$ cat config.mk
export PLATFORM = sky130hd
export DESIGN_NAME = twi_mem_slave
export DESIGN_NICKNAME = d
export VERILOG_FILES = /design/src/rtl/twi_mem_pkg.sv /design/src/rtl/twi_bus_monitor.sv /design/src/rtl/twi_byte_shifter.sv /design/src/rtl/twi_addr_ptr.sv /design/src/rtl/twi_mem_slave.sv
export SDC_FILE = /design/constraint.sdc
export NUM_CORES = 1
export LEC_CHECK = 0
export BUFFER_PORTS_ARGS = -buffer_cell sky130_fd_sc_hd__buf_2
export CORE_UTILIZATION = 45
export CTS_CLUSTER_SIZE = 28
export DETAILED_ROUTE_END_ITERATION = 6
export PLACE_DENSITY = 0.66
export SYNTH_ARGS = -nofsm -noshare
export SYNTH_HDL_FRONTEND = slang
export SYNTH_SLANG_ARGS = --single-unit
$ cat constraint.sdc
create_clock -name clk -period 4.43 [get_ports clk]
set_clock_uncertainty 0.1 [all_clocks]
set_input_delay 0.6645 -clock clk [delete_from_list [all_inputs] [get_ports clk]]
set_output_delay 0.6645 -clock clk [all_outputs]
set_load 0.05 [all_outputs]
$ cat src/rtl/twi_mem_pkg.sv
package twi_mem_pkg;

    typedef enum logic [3:0] {
        ST_IDLE,
        ST_CTRL,
        ST_CTRL_ACK,
        ST_ADDR,
        ST_ADDR_ACK,
        ST_DATA,
        ST_DATA_ACK,
        ST_TX,
        ST_HOST_ACK,
        ST_TX_NEXT,
        ST_IGNORE
    } eng_state_t;

    localparam logic [3:0] DEV_CODE = 4'b1010;

endpackage

$ cat src/rtl/twi_bus_monitor.sv
module twi_bus_monitor (
    input  logic clk,
    input  logic rst_n,
    input  logic scl_i,
    input  logic sda_i,
    output logic scl_rise,
    output logic scl_fall,
    output logic start_det,
    output logic stop_det
);
    logic scl_q;
    logic sda_q;

    always_ff @(posedge clk or negedge rst_n) begin
        if (!rst_n) begin
            scl_q <= 1'b1;
            sda_q <= 1'b1;
        end else begin
            scl_q <= scl_i;
            sda_q <= sda_i;
        end
    end

    assign scl_rise  = scl_i & ~scl_q;
    assign scl_fall  = ~scl_i & scl_q;
    // data edges while the clock stays high are bus conditions
    assign start_det = scl_i & scl_q & sda_q & ~sda_i;
    assign stop_det  = scl_i & scl_q & ~sda_q & sda_i;

endmodule

$ cat src/rtl/twi_byte_shifter.sv
module twi_byte_shifter #(
    parameter int BITS = 8,
    parameter int CW   = $clog2(BITS + 1)
) (
    input  logic            clk,
    input  logic            rst_n,
    input  logic            clr,
    input  logic            load,
    input  logic [BITS-1:0] load_val,
    input  logic            tick,
    input  logic            shift_in,
    input  logic            bit_in,
    input  logic            shift_out,
    output logic [BITS-1:0] q,
    output logic [CW-1:0]   cnt
);
    always_ff @(posedge clk or negedge rst_n) begin
        if (!rst_n) begin
            q   <= '0;
            cnt <= '0;
        end else if (clr) begin
            cnt <= '0;
        end else if (load) begin
            q   <= load_val;
            cnt <= '0;
        end else begin
            if (tick)
                cnt <= cnt + CW'(1);
            if (shift_in)
                q <= {q[BITS-2:0], bit_in};
            else if (shift_out)
                q <= {q[BITS-2:0], 1'b0};
        end
    end

    // a byte never counts past its width; aborts clear it
    p_bitcnt_bound_r10: assert property (@(posedge clk) disable iff (!rst_n)
        cnt <= CW'(BITS));

endmodule

$ cat src/rtl/twi_addr_ptr.sv
module twi_addr_ptr #(
    parameter int AW = 10,
    parameter int PW = 4,
    parameter int BW = AW - 8
) (
    input  logic          clk,
    input  logic          rst_n,
    input  logic          ld_blk,
    input  logic [BW-1:0] blk_val,
    input  logic          ld_low,
    input  logic [7:0]    low_val,
    input  logic          inc_page,
    input  logic          inc_full,
    output logic [AW-1:0] ptr
);
    always_ff @(posedge clk or negedge rst_n) begin
        if (!rst_n) begin
            ptr <= '0;
        end else begin
            if (ld_blk)
                ptr[AW-1:8] <= blk_val;
            if (ld_low)
                ptr[7:0] <= low_val;
            if (inc_page)
                ptr[PW-1:0] <= ptr[PW-1:0] + PW'(1);
            if (inc_full)
                ptr <= ptr + AW'(1);
        end
    end

    p_page_wrap_r4: assert property (@(posedge clk) disable iff (!rst_n)
        inc_page |=> (ptr[AW-1:PW] == $past(ptr[AW-1:PW]))
                     && (ptr[PW-1:0] == $past(ptr[PW-1:0]) + PW'(1)));

    p_top_wrap_r8: assert property (@(posedge clk) disable iff (!rst_n)
        (inc_full && ptr == '1) |=> ptr == '0);

endmodule

$ cat src/rtl/twi_mem_slave.sv
module twi_mem_slave
    import twi_mem_pkg::*;
#(
    parameter int ADDR_W = 10,
    parameter int PAGE_W = 4
) (
    input  logic              clk,
    input  logic              rst_n,
    input  logic              scl_i,
    input  logic              sda_i,
    output logic              sda_oe_o,
    input  logic              wr_busy_i,
    output logic [ADDR_W-1:0] rd_addr_o,
    input  logic [7:0]        rd_data_i,
    output logic              buf_wr_o,
    output logic [ADDR_W-1:0] buf_addr_o,
    output logic [7:0]        buf_data_o,
    output logic              buf_commit_o,
    output logic              buf_discard_o
);
    localparam int BYTE_W = 8;
    localparam int BLK_W  = ADDR_W - 8;
    localparam int CNT_W  = $clog2(BYTE_W + 1);

    eng_state_t state, nxt;

    logic scl_rise, scl_fall, start_det, stop_det;
    logic [BYTE_W-1:0] sh_q;
    logic [CNT_W-1:0]  sh_cnt;
    logic [ADDR_W-1:0] ptr;

    logic sh_clr, sh_load, sh_tick, sh_in, sh_out;
    logic p_blk, p_low, p_page, p_full;
    logic oe_set, oe_clr, wr_stb, do_commit, do_discard, rw_load;
    logic rw_q, pending;
    logic byte_done, code_ok;

    twi_bus_monitor u_mon (
        .clk       (clk),
        .rst_n     (rst_n),
        .scl_i     (scl_i),
        .sda_i     (sda_i),
        .scl_rise  (scl_rise),
        .scl_fall  (scl_fall),
        .start_det (start_det),
        .stop_det  (stop_det)
    );

    twi_byte_shifter #(.BITS(BYTE_W), .CW(CNT_W)) u_shift (
        .clk       (clk),
        .rst_n     (rst_n),
        .clr       (sh_clr),
        .load      (sh_load),
        .load_val  (rd_data_i),
        .tick      (sh_tick),
        .shift_in  (sh_in),
        .bit_in    (sda_i),
        .shift_out (sh_out),
        .q         (sh_q),
        .cnt       (sh_cnt)
    );

    twi_addr_ptr #(.AW(ADDR_W), .PW(PAGE_W), .BW(BLK_W)) u_ptr (
        .clk      (clk),
        .rst_n    (rst_n),
        .ld_blk   (p_blk),
        .blk_val  (sh_q[BLK_W:1]),
        .ld_low   (p_low),
        .low_val  (sh_q),
        .inc_page (p_page),
        .inc_full (p_full),
        .ptr      (ptr)
    );

    assign rd_addr_o = ptr;
    assign byte_done = scl_fall && (sh_cnt == CNT_W'(BYTE_W));
    assign code_ok   = (sh_q[7:4] == DEV_CODE);

    // next state and datapath controls
    always_comb begin
        nxt        = state;
        sh_clr     = 1'b0;
        sh_load    = 1'b0;
        sh_tick    = 1'b0;
        sh_in      = 1'b0;
        sh_out     = 1'b0;
        p_blk      = 1'b0;
        p_low      = 1'b0;
        p_page     = 1'b0;
        p_full     = 1'b0;
        oe_set     = 1'b0;
        oe_clr     = 1'b0;
        wr_stb     = 1'b0;
        do_commit  = 1'b0;
        do_discard = 1'b0;
        rw_load    = 1'b0;
        if (start_det) begin
            nxt        = ST_CTRL;
            sh_clr     = 1'b1;
            oe_clr     = 1'b1;
            do_discard = pending;
        end else if (stop_det) begin
            nxt       = ST_IDLE;
            sh_clr    = 1'b1;
            oe_clr    = 1'b1;
            do_commit = pending;
        end else begin
            unique case (state)
                ST_IDLE: ;
                ST_CTRL: begin
                    if (scl_rise) begin
                        sh_tick = 1'b1;
                        sh_in   = 1'b1;
                    end else if (byte_done) begin
                        if (code_ok && !wr_busy_i) begin
                            oe_set  = 1'b1;
                            p_blk   = 1'b1;
                            rw_load = 1'b1;
                            nxt     = ST_CTRL_ACK;
                        end else begin
                            nxt = ST_IGNORE;
                        end
                    end
                end
                ST_CTRL_ACK: begin
                    if (scl_fall) begin
                        if (rw_q) begin
                            sh_load = 1'b1;
                            p_full  = 1'b1;
                            nxt     = ST_TX;
                        end else begin
                            sh_clr = 1'b1;
                            oe_clr = 1'b1;
                            nxt    = ST_ADDR;
                        end
                    end
                end
                ST_ADDR: begin
                    if (scl_rise) begin
                        sh_tick = 1'b1;
                        sh_in   = 1'b1;
                    end else if (byte_done) begin
                        oe_set = 1'b1;
                        p_low  = 1'b1;
                        nxt    = ST_ADDR_ACK;
                    end
                end
                ST_ADDR_ACK, ST_DATA_ACK: begin
                    if (scl_fall) begin
                        sh_clr = 1'b1;
                        oe_clr = 1'b1;
                        nxt    = ST_DATA;
                    end
                end
                ST_DATA: begin
                    if (scl_rise) begin
                        sh_tick = 1'b1;
                        sh_in   = 1'b1;
                    end else if (byte_done) begin
                        oe_set = 1'b1;
                        wr_stb = 1'b1;
                        p_page = 1'b1;
                        nxt    = ST_DATA_ACK;
                    end
                end
                ST_TX: begin
                    if (scl_rise) begin
                        sh_tick = 1'b1;
                    end else if (byte_done) begin
                        oe_clr = 1'b1;
                        nxt    = ST_HOST_ACK;
                    end else if (scl_fall) begin
                        sh_out = 1'b1;
                    end
                end
                ST_HOST_ACK: begin
                    if (scl_rise)
                        nxt = sda_i ? ST_IGNORE : ST_TX_NEXT;
                end
                ST_TX_NEXT: begin
                    if (scl_fall) begin
                        sh_load = 1'b1;
                        p_full  = 1'b1;
                        nxt     = ST_TX;
                    end
                end
                ST_IGNORE: ;
            endcase
        end
    end

    // state register
    always_ff @(posedge clk or negedge rst_n) begin
        if (!rst_n)
            state <= ST_IDLE;
        else
            state <= nxt;
    end

    // registered outputs
    always_ff @(posedge clk or negedge rst_n) begin
        if (!rst_n) begin
            sda_oe_o      <= 1'b0;
            buf_wr_o      <= 1'b0;
            buf_addr_o    <= '0;
            buf_data_o    <= '0;
            buf_commit_o  <= 1'b0;
            buf_discard_o <= 1'b0;
            rw_q          <= 1'b0;
            pending       <= 1'b0;
        end else begin
            buf_wr_o      <= wr_stb;
            buf_commit_o  <= do_commit;
            buf_discard_o <= do_discard;
            if (wr_stb) begin
                buf_addr_o <= ptr;
                buf_data_o <= sh_q;
            end
            if (rw_load)
                rw_q <= sh_q[0];
            if (start_det || stop_det)
                pending <= 1'b0;
            else if (wr_stb)
                pending <= 1'b1;
            if (oe_set)
                sda_oe_o <= 1'b1;
            else if (oe_clr)
                sda_oe_o <= 1'b0;
            else if (sh_load)
                sda_oe_o <= ~rd_data_i[BYTE_W-1];
            else if (sh_out)
                sda_oe_o <= ~sh_q[BYTE_W-2];
        end
    end

    p_start_ctrl_r1: assert property (@(posedge clk) disable iff (!rst_n)
        start_det |=> (state == ST_CTRL) && !sda_oe_o);

    p_stop_idle_r1: assert property (@(posedge clk) disable iff (!rst_n)
        stop_det |=> (state == ST_IDLE) && !sda_oe_o);

    p_bad_code_r2: assert property (@(posedge clk) disable iff (!rst_n)
        (state == ST_CTRL && byte_done && !code_ok) |=> !sda_oe_o);

    p_busy_quiet_r3: assert property (@(posedge clk) disable iff (!rst_n)
        (state == ST_CTRL && byte_done && wr_busy_i) |=> !sda_oe_o);

    p_commit_on_stop_r5: assert property (@(posedge clk) disable iff (!rst_n)
        buf_commit_o |-> $past(stop_det));

    p_oe_scl_low_r11: assert property (@(posedge clk) disable iff (!rst_n)
        !$stable(sda_oe_o) |-> !$past(scl_i));

endmodule

# --- Word level (Yosys, flattened, before mapping) ---
# Cells that the tools add are included.
word_totals:
  input_bits: 13
  output_inout_bits: 32
  word_cells: 154
  regBits: 52
op_classes:
  n_bitwise: 14
  n_eq_ne: 23
  mux: 80
  addsub: 3
  reduce_logical: 18
op_table:
  columns: ["op", "count"]
  rows:
  - ["$mux W4", 19]
  - ["$mux W1", 48]
  - ["$ne A4 B4 Y1 const B", 12]
  - ["$mux W8", 4]
  - ["$pmux W4 S8", 1]
  - ["$eq A4 B3 Y1 const B", 4]
  - ["$eq A4 B4 Y1 const B", 4]
  - ["$reduce_and A13 Y1", 1]
  - ["$add A10 B1 Y10 const B", 1]
  - ["$mux W10", 1]
  - ["$reduce_bool A10 Y1", 1]
  - ["$reduce_bool A3 Y1", 3]
  - ["$add A4 B1 Y4 const B", 2]
  - ["$eq A4 B2 Y1 const B", 2]
  - ["$and A1 B1 Y1", 7]
  - ["$not A1 Y1", 7]
  - ["$pmux W1 S2", 3]
  - ["$reduce_bool A2 Y1", 3]
  - ["$eq A4 B1 Y1 const B", 1]
  - ["$mux W2", 2]
  - ["$reduce_bool A4 Y1", 1]
  - ["$reduce_or A2 Y1", 2]
  - ["$reduce_or A4 Y1", 1]
  - ["$mux W3", 1]
  - ["other kinds (6)", 7]

# --- Logic depth before layout (Yosys ltp) ---
# Gate-level depths: netlist (run 1).
depth:
  depth_word: 12
  depth_mapped: 9
  mapped_depth_nobuf: 9

# --- Hierarchy ---
# A second synthesis (run 1) with hierarchy kept.
unflattened:
  hier_cells: 246
  area_unflattened_um2: 2801.4
modules_own_cells:
  columns: ["module", "cells_per_inst", "area_per_inst_um2", "seq_area_each_um2", "n_inst"]
  rows:
  - ["twi_mem_slave", 128, 1453.9, 700.7, 1]
  - ["twi_addr_ptr", 68, 639.4, 250.2, 1]
  - ["twi_byte_shifter", 44, 623.1, 300.3, 1]
  - ["twi_bus_monitor", 6, 85.1, 52.6, 1]

# --- Least setup slack after synthesis (run 1) ---
# OpenSTA, ideal clock, no wires.
synth_path:
  path_type: "input-to-reg"
  start: "input port scl_i"
  end: "register u_ptr.ptr[5]"
  path_buffers: 2
  stages: 7
  setup_slack_ns: 2.207
  t_arrival_ns: 2.055
  required_ns: 4.262
  setup_time_ns: 0.068
  cell_sequence: "nand2b_1 -> buf_6 -> or3_4 -> or3_1 -> buf_6 -> a21oi_1 -> o221a_1"
synth_via:
  elab_chain_len: 9
  elab_cells_between_ends: 21
  classes_between: "mux: 11; bitwise: 8; reduce/logical: 2"
synth_lines:
  columns: ["item", "line", "source"]
  rows:
  - ["start, declared", "twi_mem_slave.sv:9", "input logic scl_i,"]
  - ["$not A1 Y1", "twi_bus_monitor.sv:25", "assign scl_fall = ~scl_i & scl_q;"]
  - ["$and A1 B1 Y1", "twi_bus_monitor.sv:25", null]
  - ["$logic_and A1 B1 Y1", "twi_mem_slave.sv:76", "assign byte_done = scl_fall && (sh_cnt == CNT_W'(BYTE_W));"]
  - ["$mux W1", "twi_mem_slave.sv:142", "end else if (byte_done) begin"]
  - ["$mux W1", null, null]
  - ["$mux W1", "twi_mem_slave.sv:108", "unique case (state)"]
  - ["$mux W1", "twi_mem_slave.sv:102", "end else if (stop_det) begin"]
  - ["$mux W1", "twi_mem_slave.sv:97", "if (start_det) begin"]
  - ["$reduce_bool A2 Y1 (no source line)", null, null]
  - ["end signal, assigned", "twi_addr_ptr.sv:23", "ptr[7:0] <= low_val;"]
  - ["end signal, assigned by index", "twi_addr_ptr.sv:25", "ptr[PW-1:0] <= ptr[PW-1:0] + PW'(1);"]
  - ["end signal, assigned", "twi_addr_ptr.sv:27", "ptr <= ptr + AW'(1);"]
  - ["end, declared", "twi_addr_ptr.sv:14", "output logic [AW-1:0] ptr"]
# Several ways; a longest one is shown, not always the timed one.
# A chain may end at the register's enable or synchronous reset.

# --- Final worst setup path (run 1) ---
layout_path:
  start: "input port scl_i"
  end: "register u_ptr.ptr[2]"
layout_via:
  elab_chain_len: 10
  elab_cells_between_ends: 25
  classes_between: "mux: 15; bitwise: 8; reduce/logical: 2"
layout_lines:
  columns: ["item", "line", "source"]
  rows:
  - ["$not A1 Y1", "twi_bus_monitor.sv:25", null]
  - ["$and A1 B1 Y1", "twi_bus_monitor.sv:25", null]
  - ["$logic_and A1 B1 Y1", "twi_mem_slave.sv:76", null]
  - ["$mux W1", "twi_mem_slave.sv:142, twi_mem_slave.sv:159", null]
  - ["$mux W1", "twi_mem_slave.sv:156", "if (scl_rise) begin"]
  - ["$mux W1", "twi_mem_slave.sv:108", null]
  - ["$mux W1", "twi_mem_slave.sv:102", null]
  - ["$mux W1", "twi_mem_slave.sv:97", null]
  - ["$mux W4", "twi_addr_ptr.sv:24", "if (inc_page)"]
  - ["$mux W10", "twi_addr_ptr.sv:26", "if (inc_full)"]
# Several ways; a longest one is shown, not always the timed one.

==> flow_metrics.tcl, run 1 <==
set metrics [dict create \
    status "completed" \
    cp_num_cells 8 \
    gp_congestion 0.919 \
    synth_edf_count 0 \
    ys_types 56 \
    synth_mux_area_frac 0.00805 \
    finalHoldViolCount 0 \
    startpoint_type "input pin" \
    cts_tree "done" \
    h-tree-depth 2 \
    track_usage 0.211 \
    worstMarginPinSlew_ns 0.832 \
    cp-end-kind "flip-flop" \
    synthCells 299 \
    synth_xor_area_frac 0.0133 \
    maxSlewViolCount 0 \
    vdd_drop_max_mv 0.212 \
    die_area_um2 6190 \
    diodes 0 \
    cp.arrival_ns 2.84 \
    cp_max_fo 26 \
    grt_overflow_total 0 \
    grt_pass1_wl_um 10300 \
    cap_viol_max_count 0 \
    setup_viol 0 \
    switchingPower_mw 0.558 \
    pwr-share-comb 0.278 \
    antenna_found_initial 0 \
    syn_area_um2 2640 \
    first_iter_violations 187 \
    slew_headroom 0.444 \
    root_buffer "clkbuf_8" \
    first_pass_iters 4 \
    synthAdderAreaFrac 0.0142 \
    reg2reg_depth 9 \
    cts_made_buffers 5 \
    p_seq_frac 0.494 \
    cp_num_buf_inv 2 \
    grt_max_degree 53 \
    syn_area_per_cell_um2 8.84 \
    switching_share 0.387 \
    crit_path_cell_trace "buf_2 > nand2b_1 > nor2_1 > nand2_1 > inv_2 > nor2_1 > o21ai_1 > a21oi_1" \
    io_buffers 44 \
    cp_top_family "simple AND/OR/NAND/NOR gates" \
    cts_resized 0 \
    ant_nets 0 \
    power_frac_clock 0.228 \
    slowest_stage "nand2_1" \
    io_pins 45 \
    initial_core_util 0.474 \
    clk_latency_ns 0.31 \
    row_count 27 \
    drt-wirelength-per-cell_um 14.2 \
    cp_common_cell "nor2_1" \
    drive_gt1_frac 0.186 \
    clk_pin_slew_ns 0.09 \
    die_height_um 78.7 \
    final_area_um2 3010 \
    vias_per_cell 5.48 \
    yosys.area_share.simple 0.258 \
    placed_cell_area_um2 2900 \
    cellPowerDensity_nw_per_um2 479 \
    drt_wl_total_um 5850 \
    cts_sinks 52 \
    ys_seq_area_frac 0.493 \
    grt_pass1_vias 2074 \
    min_period_over_period 0.610 \
    ys_ff_latch 52 \
    fin_crit_ns 2.70 \
    yosys_most_used_dff "dfrtp_1" \
    synth_top_family_by_area "simple AND/OR/NAND/NOR gates" \
    pre_cts_ws_ns 1.45 \
    p_leak_nw 1.49 \
    fmax_ghz 0.370 \
    die_w_um 78.7 \
    timing.hold.ws_ns 0.357 \
    tns_ns 0 \
    hold_path_class "in2async" \
    cts.path.max_buffers 2 \
    power.internal_mw 0.884 \
    syn-num-nets 315 \
    syn_to_final_growth_pct 13.8 \
    synth_warnings 0 \
    worstPathRequired_ns 4.57 \
    cts_setup_buffers 0 \
    vias 2254 \
    core_area_um2 5570 \
    hpwl_um 4140 \
    synth_compound_area_frac 0.170 \
    drc 0 \
    critical-path-max-stage-delay_ns 0.64 \
    async_flop_share 1.00 \
    fin_nets 354 \
    crit_type "in2reg" \
    rsz0062_at_grt "false" \
    power_mw 1.44 \
    hold_buffers 0 \
    setup_slack_ns 1.73 \
]
## per-layer routing
| metal | routed length (um) | up-vias | global-route usage | share of wire |
|---|---|---|---|---|
| met1 | 2850 | 1054 | 0.314 | 0.49 |
| met3 | 355 | 6 | 0.0384 | 0.061 |
| met2 | 2580 | 67 | 0.315 | 0.44 |
| met4 | 61 | 0 | 0.0556 | 0.010 |
| met5 | 0 | - | 0 | 0 |
| li1 | - | 1127 | - | - |
## final timing paths
kind                                 from       endpoint  slack [ns]
max reg2reg                u_shift.cnt[0]   u_ptr.ptr[2]        1.74
min                                 rst_n   u_shift.q[7]        0.36
max in group asynchronous           rst_n   u_ptr.ptr[0]        3.45
max                                 scl_i   u_ptr.ptr[2]        1.73
min reg2reg                 buf_addr_o[0]  buf_addr_o[0]        0.38
min in group clk            buf_addr_o[0]  buf_addr_o[0]        0.38
## power groups by stage
| stage | Clock, mW | Sequential [mW] | Combinational [mW] |
|---|---|---|---|
| floorplan | 0 | 0.694 | 0.304 |
| global placement | 0 | 0.719 | 0.395 |
| detailed placement | 0 | 0.718 | 0.401 |
| CTS | 0.342 | 0.709 | 0.402 |
| global route | 0.356 | 0.730 | 0.451 |
| finish | 0.328 | 0.712 | 0.401 |
## cell usage after synthesis, types with 4 or more instances
master    count  share of area
dfrtp_1      50           0.47
nand2_1      73           0.10
nor2_1       34          0.048
inv_1        10          0.014
nor3_1        7          0.013
a31oi_1       7          0.017
o22ai_1       4         0.0095
clkbuf_1      8          0.011
a21oi_1      16          0.030
o21ai_0       8          0.015
nand2b_1      6          0.014
## sequential cells by signal, summed over array words and instances, names as in the netlist, 4 cells and up
signal / flops
u_shift.q: 8
u_shift.cnt: 4
u_ptr.ptr: 10
state: 4
buf_data_o: 8
buf_addr_o: 10
## worst register-to-register path, delay by kind of cell, from the launching register on
family                     cells  cell delay, ns
buffers and inverters          2            0.34
AOI/OAI and AO/OA              2            0.27
and+or+nand+nor                4            1.31
adders and majority gates      1            0.20
DFF                            1            0.41
## stage by stage
stage / util / std cells
floorplan: - / 299
global placement: 0.520 / 403
detailed placement: 0.520 / 403
CTS: 0.540 / 411
global route: 0.540 / 411
finish: 0.540 / 411
## final cells by class
class	count	area [um2]
clock inverter	2	38.8
inverter	11	41.3
clock buffer	6	72.6
timing repair buffer	46	235
fill	568	2560
multi-input combinational	222	1230
tap	72	90.1
sequential	52	1300
## logic make-up (layout without fill, tap and decap cells)
| kind of cell | count (synthesis) | count (layout) |
|---|---|---|
| AOI/OAI and AO/OA | 66 | 66 |
| and+or+nand+nor | 147 | 147 |
| xor gates and xnor gates | 4 | 4 |
| buffers and inverters | 25 | 65 |
| muxes | 2 | 2 |
| DFF | 52 | 52 |
| adders and majority gates | 3 | 3 |
## cells in the final DEF, fill, tap and decap left out, drive strengths merged, types with 6 or more instances in the layout
cell | Yosys | final
buf | 6 | 46
clkbuf | 8 | 6
nand2b | 6 | 6
o21ai | 11 | 11
inv | 11 | 12
a31oi | 7 | 7
a21oi | 16 | 16
nor2 | 34 | 34
dfrtp | 50 | 50
nor3 | 7 | 7
nand2 | 73 | 73
Power figures use the tool's default switching activity.
==> run 2, diff against run 1 <==
--- a/config.mk
+++ b/config.mk
@@ -5,6 +5,7 @@
 export SDC_FILE = /design/constraint.sdc
 export NUM_CORES = 1
 export LEC_CHECK = 0
+export ABC_AREA = 1
 export BUFFER_PORTS_ARGS = -buffer_cell sky130_fd_sc_hd__buf_2
 export CORE_UTILIZATION = 45
 export CTS_CLUSTER_SIZE = 28
==> constraint.sdc (replaced) <==
create_clock -name clk -period 2.6 [get_ports clk]
set_clock_uncertainty 0.1 [all_clocks]
set_input_delay 0.39 -clock clk [delete_from_list [all_inputs] [get_ports clk]]
set_output_delay 0.39 -clock clk [all_outputs]
set_load 0.05 [all_outputs]
==> flow_metrics.tcl, run 2 <==
set metrics [dict create \
    status "completed" \
    track_usage 0.206 \
    cellPowerDensity_nw_per_um2 793 \
    setup_slack_ns 0.592 \
    setup_viol 0 \
    p_seq_frac 0.408 \
    die_w_um 82.5 \
    power_frac_clock 0.226 \
    core_area_um2 6100 \
    worstPathRequired_ns 2.69 \
    first_iter_violations 133 \
    ys_seq_area_frac 0.447 \
    crit_path_cell_trace "nand2_2 > inv_1 > nand3_2 > nand2_2 > inv_1 > o21ai_0 > o21ai_2" \
    tns_ns 0 \
    pre_cts_ws_ns 0.521 \
    synth.area.top_cells "dfrtp_1 43%, nand2_1 13%, nand3_1 7.9%, o21ai_2 6.6%, inv_1 5.3%" \
    root_buffer "clkbuf_8" \
    vdd_drop_max_mv 0.420 \
    syn_area_um2 2920 \
    grt_overflow_total 0 \
    drive_gt1_frac 0.246 \
    slew_headroom 0.545 \
    hold_path_class "in2reg" \
    cts_made_buffers 5 \
    fin_crit_ns 2.01 \
    slowest_stage "dfstp_2" \
    cts.path.max_buffers 2 \
    grt_use_met1 0.266 \
    hpwl_um 4870 \
    gp_congestion 0.857 \
    switchingPower_mw 1.08 \
    worstMarginPinSlew_ns 0.682 \
    final_common_cell "nand2_1" \
    clk_pin_slew_ns 0.09 \
    async_flop_share 1.00 \
    cp-end-kind "flip-flop" \
    h-tree-depth 2 \
    diodes 0 \
    crit_type "reg2reg" \
    largestRegisters "buf_addr_o: 10 flops, u_ptr.ptr: 10 flops" \
    power.internal_mw 1.54 \
    clk_latency_ns 0.31 \
    rsz0062_at_grt "false" \
    drt-wirelength-per-cell_um 12.8 \
    syn-num-nets 386 \
    cts_sinks 52 \
    syn_area_per_cell_um2 7.89 \
    ys_top_cells_by_count "103 x nand2_1, 50 x dfrtp_1, 46 x nand3_1, 41 x inv_1, 32 x nor2_1" \
    startpoint_type "flip-flop" \
    critical-path-max-stage-delay_ns 0.57 \
    io_pins 45 \
    synth.most_common_cell "nand2_1" \
    cp_top_family "flip-flops" \
    ys_types 28 \
    ant_nets 0 \
    row_count 28 \
    min_period_over_period 0.772 \
    p_leak_nw 1.77 \
    grt_max_degree 35 \
    use_met2 0.357 \
    cts_tree "done" \
    yosys_most_used_dff "dfrtp_1" \
    vias_per_cell 5.01 \
    cp_num_buf_inv 2 \
    die_area_um2 6810 \
    fin_nets 433 \
    ys_ff_latch 52 \
    die_height_um 82.5 \
    layout_common_cells "103 x nand2_1, 50 x dfrtp_1, 46 x nand3_1" \
    fillCellCount 599 \
    pwr-share-comb 0.366 \
    synthCells 370 \
    first_pass_iters 4 \
    synth_top_area_share 0.429 \
    grt_pass1_vias 2322 \
    switching_share 0.412 \
    finalHoldViolCount 0 \
    cp_max_fo 14 \
    drc 0 \
    synth_warnings 0 \
    grt_use_met3 0.0264 \
    drt_wl_total_um 6330 \
    yosysTopAreaCell "dfrtp_1" \
    initial_core_util 0.479 \
    busiest_layer "met2" \
    fmax_ghz 0.498 \
    cap_viol_max_count 0 \
    vias 2468 \
    synth_edf_count 0 \
    io_buffers 44 \
    antenna_found_initial 0 \
    cp.arrival_ns 2.10 \
    grt_pass1_wl_um 10600 \
    syn_to_final_growth_pct 13.5 \
    maxSlewViolCount 0 \
]
-- run 2: cell types whose count changed in the layout (fill, tap and decap cells not counted), moves of 4 or more --
cell	change
a21oi_1	-13
a31oi_1	-7
inv_1	+31
inv_2	+4
nand2_1	+30
nand2_2	+5
nand2b_1	-6
nand3_1	+43
nor2_2	+6
nor3_1	-5
o21ai_0	+11
o21ai_2	+22
xor2_1	+4
-- run 2: worst reg2reg max path: stages (launching register included) --
cell and delay, ns:
dfstp_2 0.57, nand2_2 0.11, inv_1 0.17, nand3_2 0.11, nand2_2 0.23, inv_1 0.27
o21ai_0 0.27, o21ai_2 0.07
-- run 2: layout make-up --
type / count / area (um2) / area share
multi-input combinational: 264 / 1370 / 0.413
sequential: 52 / 1300 / 0.394
timing repair buffer: 48 / 253 / 0.0763
inverter: 46 / 173 / 0.0521
tap: 75 / 93.8 / 0.0283
clock buffer: 6 / 82.6 / 0.0249
clock inverter: 2 / 38.8 / 0.0117
-- run 2: kinds of logic (layout without fill, tap and decap cells) --
group / Yosys count / count (layout) / share of synthesized area
xor gates and xnor gates: 6 / 6 / 0.0180
adders and majority gates: 3 / 3 / 0.0129
AOI/OAI and AO/OA: 52 / 52 / 0.123
buffers and inverters: 54 / 102 / 0.0849
DFF: 52 / 52 / 0.447
and+or+nand+nor: 203 / 203 / 0.315
-- run 2: power by group through the flow --
stage               logic (mW)  registers (mW)  clock network [mW]
floorplan                0.657            1.15                   0
global placement         0.955            1.08                   0
detailed placement       0.960            1.09                   0
CTS                      0.964            1.07               0.611
global route              1.09            1.09               0.642
finish                   0.961            1.07               0.594
-- run 2: path summary, 6_finish.rpt --
kind                       cells after the start  slack [ns]           from             to
min                                            1        0.09          sda_i    u_mon.sda_q
max in group asynchronous                      3        1.25          rst_n    u_mon.sda_q
max reg2reg                                    7        0.59    u_mon.scl_q   u_shift.q[0]
min reg2reg                                    2        0.37  buf_addr_o[1]  buf_addr_o[1]
max                                            7        0.59    u_mon.scl_q   u_shift.q[0]
min in group asynchronous                      2        0.46          rst_n           rw_q
-- run 2: stage by stage --
stage          instances  instance area [um2]  hold WS (ns)   util  total power [mW]
6_report             493                 3310        0.0941  0.543              2.63
5_1_grt              493                 3310        0.0794  0.543              2.82
4_1_cts              493                 3310        0.0824  0.543              2.64
3_5_place_dp         484                 3180         0.283  0.522              2.05
3_3_place_gp         484                 3180         0.274  0.522              2.04
2_1_floorplan        370                 2920      -0.00559      -              1.81
-- run 2: layer usage --
metal  vias to the layer above  wire (um)
li1                       1275          -
met1                      1122       2970
met2                        61       3020
met3                        10        237
met4                         0        103
met5                         -          0
-- run 2: what timing repair did --
| item | 4_1_cts | 5_1_grt |
|---|---|---|
| hold endpoints to repair | 19 | 0 |
| setup buffers | 0 | 0 |
| setup endpoints to repair | 0 | 0 |
| resized for setup | 0 | 0 |
| hold buffers | 1 | 0 |
==> run 3, diff against run 2 <==
--- a/config.mk
+++ b/config.mk
@@ -5,12 +5,12 @@
 export SDC_FILE = /design/constraint.sdc
 export NUM_CORES = 1
 export LEC_CHECK = 0
-export ABC_AREA = 1
+export ABC_AREA = 0
 export BUFFER_PORTS_ARGS = -buffer_cell sky130_fd_sc_hd__buf_2
 export CORE_UTILIZATION = 45
 export CTS_CLUSTER_SIZE = 28
 export DETAILED_ROUTE_END_ITERATION = 6
-export PLACE_DENSITY = 0.66
+export PLACE_DENSITY = 0.69
 export SYNTH_ARGS = -nofsm -noshare
 export SYNTH_HDL_FRONTEND = slang
 export SYNTH_SLANG_ARGS = --single-unit
==> constraint.sdc (replaced) <==
create_clock -name clk -period 1.81 [get_ports clk]
set_clock_uncertainty 0.1 [all_clocks]
set_input_delay 0.2715 -clock clk [delete_from_list [all_inputs] [get_ports clk]]
set_output_delay 0.2715 -clock clk [all_outputs]
set_load 0.05 [all_outputs]
==> flow_metrics.tcl, run 3 (synthesis results as in run 1) <==
set metrics [dict create \
    vdd_drop_max_mv 0.613 \
    switchingPower_mw 1.61 \
    final_common_cell "nand2_1" \
    drt-wirelength-per-cell_um 15.3 \
    gp_congestion 0.949 \
    antenna_found_initial 0 \
    p_seq_frac 0.392 \
    p_leak_nw 1.79 \
    cp.arrival_ns 2.08 \
    hpwl_um 4670 \
    initial_core_util 0.474 \
    power.internal_mw 2.52 \
    fmax_ghz 0.506 \
    syn_to_final_growth_pct 38.9 \
    setup_viol 19 \
    h-tree-depth 2 \
    slowest_stage "dfrtp_2" \
    cts.path.max_buffers 2 \
    clk_latency_ns 0.31 \
    cap_viol_max_count 0 \
    first_pass_iters 4 \
    pwr-share-comb 0.410 \
    ant_nets 0 \
    rsz0062_at_grt "true" \
    maxSlewViolCount 0 \
    cts_tree "done" \
    core_area_um2 5570 \
    power_mw 4.13 \
    cts_made_buffers 5 \
    first_iter_violations 190 \
    root_buffer "clkbuf_8" \
    crit_path_cell_trace "nand3b_1 > buf_4 > a211o_4 > a21oi_1 > a21oi_2 > o221a_1" \
    switching_share 0.390 \
    setup_slack_ns -0.168 \
    track_usage 0.244 \
    worstPathRequired_ns 1.91 \
    cts_sinks 52 \
    die_height_um 78.7 \
    drt_wl_total_um 7110 \
    multi_input_area_um2 1460 \
    seq_area_um2 1310 \
    fin_nets 408 \
    row_count 27 \
    grt_max_degree 53 \
    drc 0 \
    cellPowerDensity_nw_per_um2 1130 \
    hold_path_class "in2reg" \
    grt_pass1_vias 2452 \
    violations "negative setup slack" \
    cp_max_fo 8 \
    min_period_over_period 1.09 \
    grt_pass1_wl_um 11600 \
    status "finished with violations" \
    die_w_um 78.7 \
    pre_cts_ws_ns -0.335 \
    tns_ns -1.52 \
    largestRegisters "buf_addr_o: 10 flops, u_ptr.ptr: 10 flops" \
    fillCellCount 441 \
    vias_per_cell 5.46 \
    slew_headroom 0.724 \
    crit_type "reg2reg" \
    die_area_um2 6190 \
    io_pins 45 \
    fin_crit_ns 1.98 \
    layout_common_cells "70 x nand2_1, 48 x dfrtp_1, 45 x buf_4" \
    critical-path-max-stage-delay_ns 0.45 \
    drive_gt1_frac 0.399 \
    cp-end-kind "flip-flop" \
    io_buffers 44 \
    vias 2539 \
    power_frac_clock 0.199 \
    grt_overflow_total 0 \
    startpoint_type "flip-flop" \
    diodes 0 \
    finalHoldViolCount 0 \
    clk_pin_slew_ns 0.10 \
    worstMarginPinSlew_ns 0.413 \
]
-- run 3: cell count changes in the layout (fill, tap and decap cells not counted), sizes merged, moves of 6 or more --
cell | before | now
buf | 47 | 97
nor2 | 41 | 34
inv | 46 | 12
a31oi | 0 | 7
o21ai | 43 | 11
a21oi | 4 | 16
nand2 | 110 | 73
nand3 | 47 | 3
nand2b | 0 | 6
-- run 3: path summary, 6_finish.rpt --
check | startpoint | to | slack (ns) | cells after the start
hold reg to reg | buf_addr_o[1] | buf_addr_o[1] | 0.38 | 2
setup reg to reg | state[1] | u_ptr.ptr[7] | -0.17 | 6
min in group asynchronous | rst_n | state[0] | 0.35 | 3
hold / removal | sda_i | u_mon.sda_q | 0.03 | 1
max in group asynchronous | rst_n | state[3] | 0.98 | 3
setup / recovery | state[1] | u_ptr.ptr[7] | -0.17 | 6
-- run 3: what timing repair did --
| action | 4_1_cts | 5_1_grt |
|---|---|---|
| pin swaps | 12 | 11 |
| setup buffers | 4 | 3 |
| gates cloned | 2 | 1 |
| endpoints found under the setup margin | 22 | 43 |
| hold buffers | 1 | 0 |
| resized for setup | 23 | 35 |
| endpoints found under the hold margin | 50 | 0 |
-- run 3: final cells by class --
cell class,instances,share of cell area
timing repair buffer,98,0.182
tap,72,0.0245
clock inverter,2,0.0106
sequential,52,0.356
clock buffer,6,0.0198
inverter,11,0.0112
multi-input combinational,224,0.397
-- run 3: per-stage QoR --
stage / hold slack, ns / util / instances / instance area (um2)
finish: 0.0270 / 0.659 / 465 / 3670
global route: 0.0268 / 0.659 / 465 / 3670
CTS: 0.0228 / 0.628 / 461 / 3500
detailed placement: 0.188 / 0.580 / 446 / 3230
global placement: 0.181 / 0.580 / 446 / 3230
floorplan: -0.124 / - / 299 / 2650
-- run 3: power by group through the flow --
| stage | Combinational (mW) | Clock, mW | Sequential (mW) |
|---|---|---|---|
| after floorplan | 0.752 | 0 | 1.70 |
| after global placement | 1.39 | 0 | 1.59 |
| after detailed placement | 1.41 | 0 | 1.60 |
| after CTS | 1.55 | 0.828 | 1.58 |
| after global routing | 1.83 | 0.884 | 1.64 |
| final | 1.69 | 0.821 | 1.62 |
-- run 3: critical path, delay by kind of cell, from the launching register on --
family | cells | cell delay, ns
buffers and inverters | 1 | 0.20
and+or+nand+nor | 1 | 0.28
AOI/OAI and AO/OA | 4 | 0.82
DFF | 1 | 0.45
-- run 3: layer usage --
metal,track usage,vias up,part of all wire
met1,0.340,1210,0.47
met5,0,-,0
met3,0.0349,16,0.048
li1,-,1231,-
met4,0.100,0,0.023
met2,0.378,82,0.46
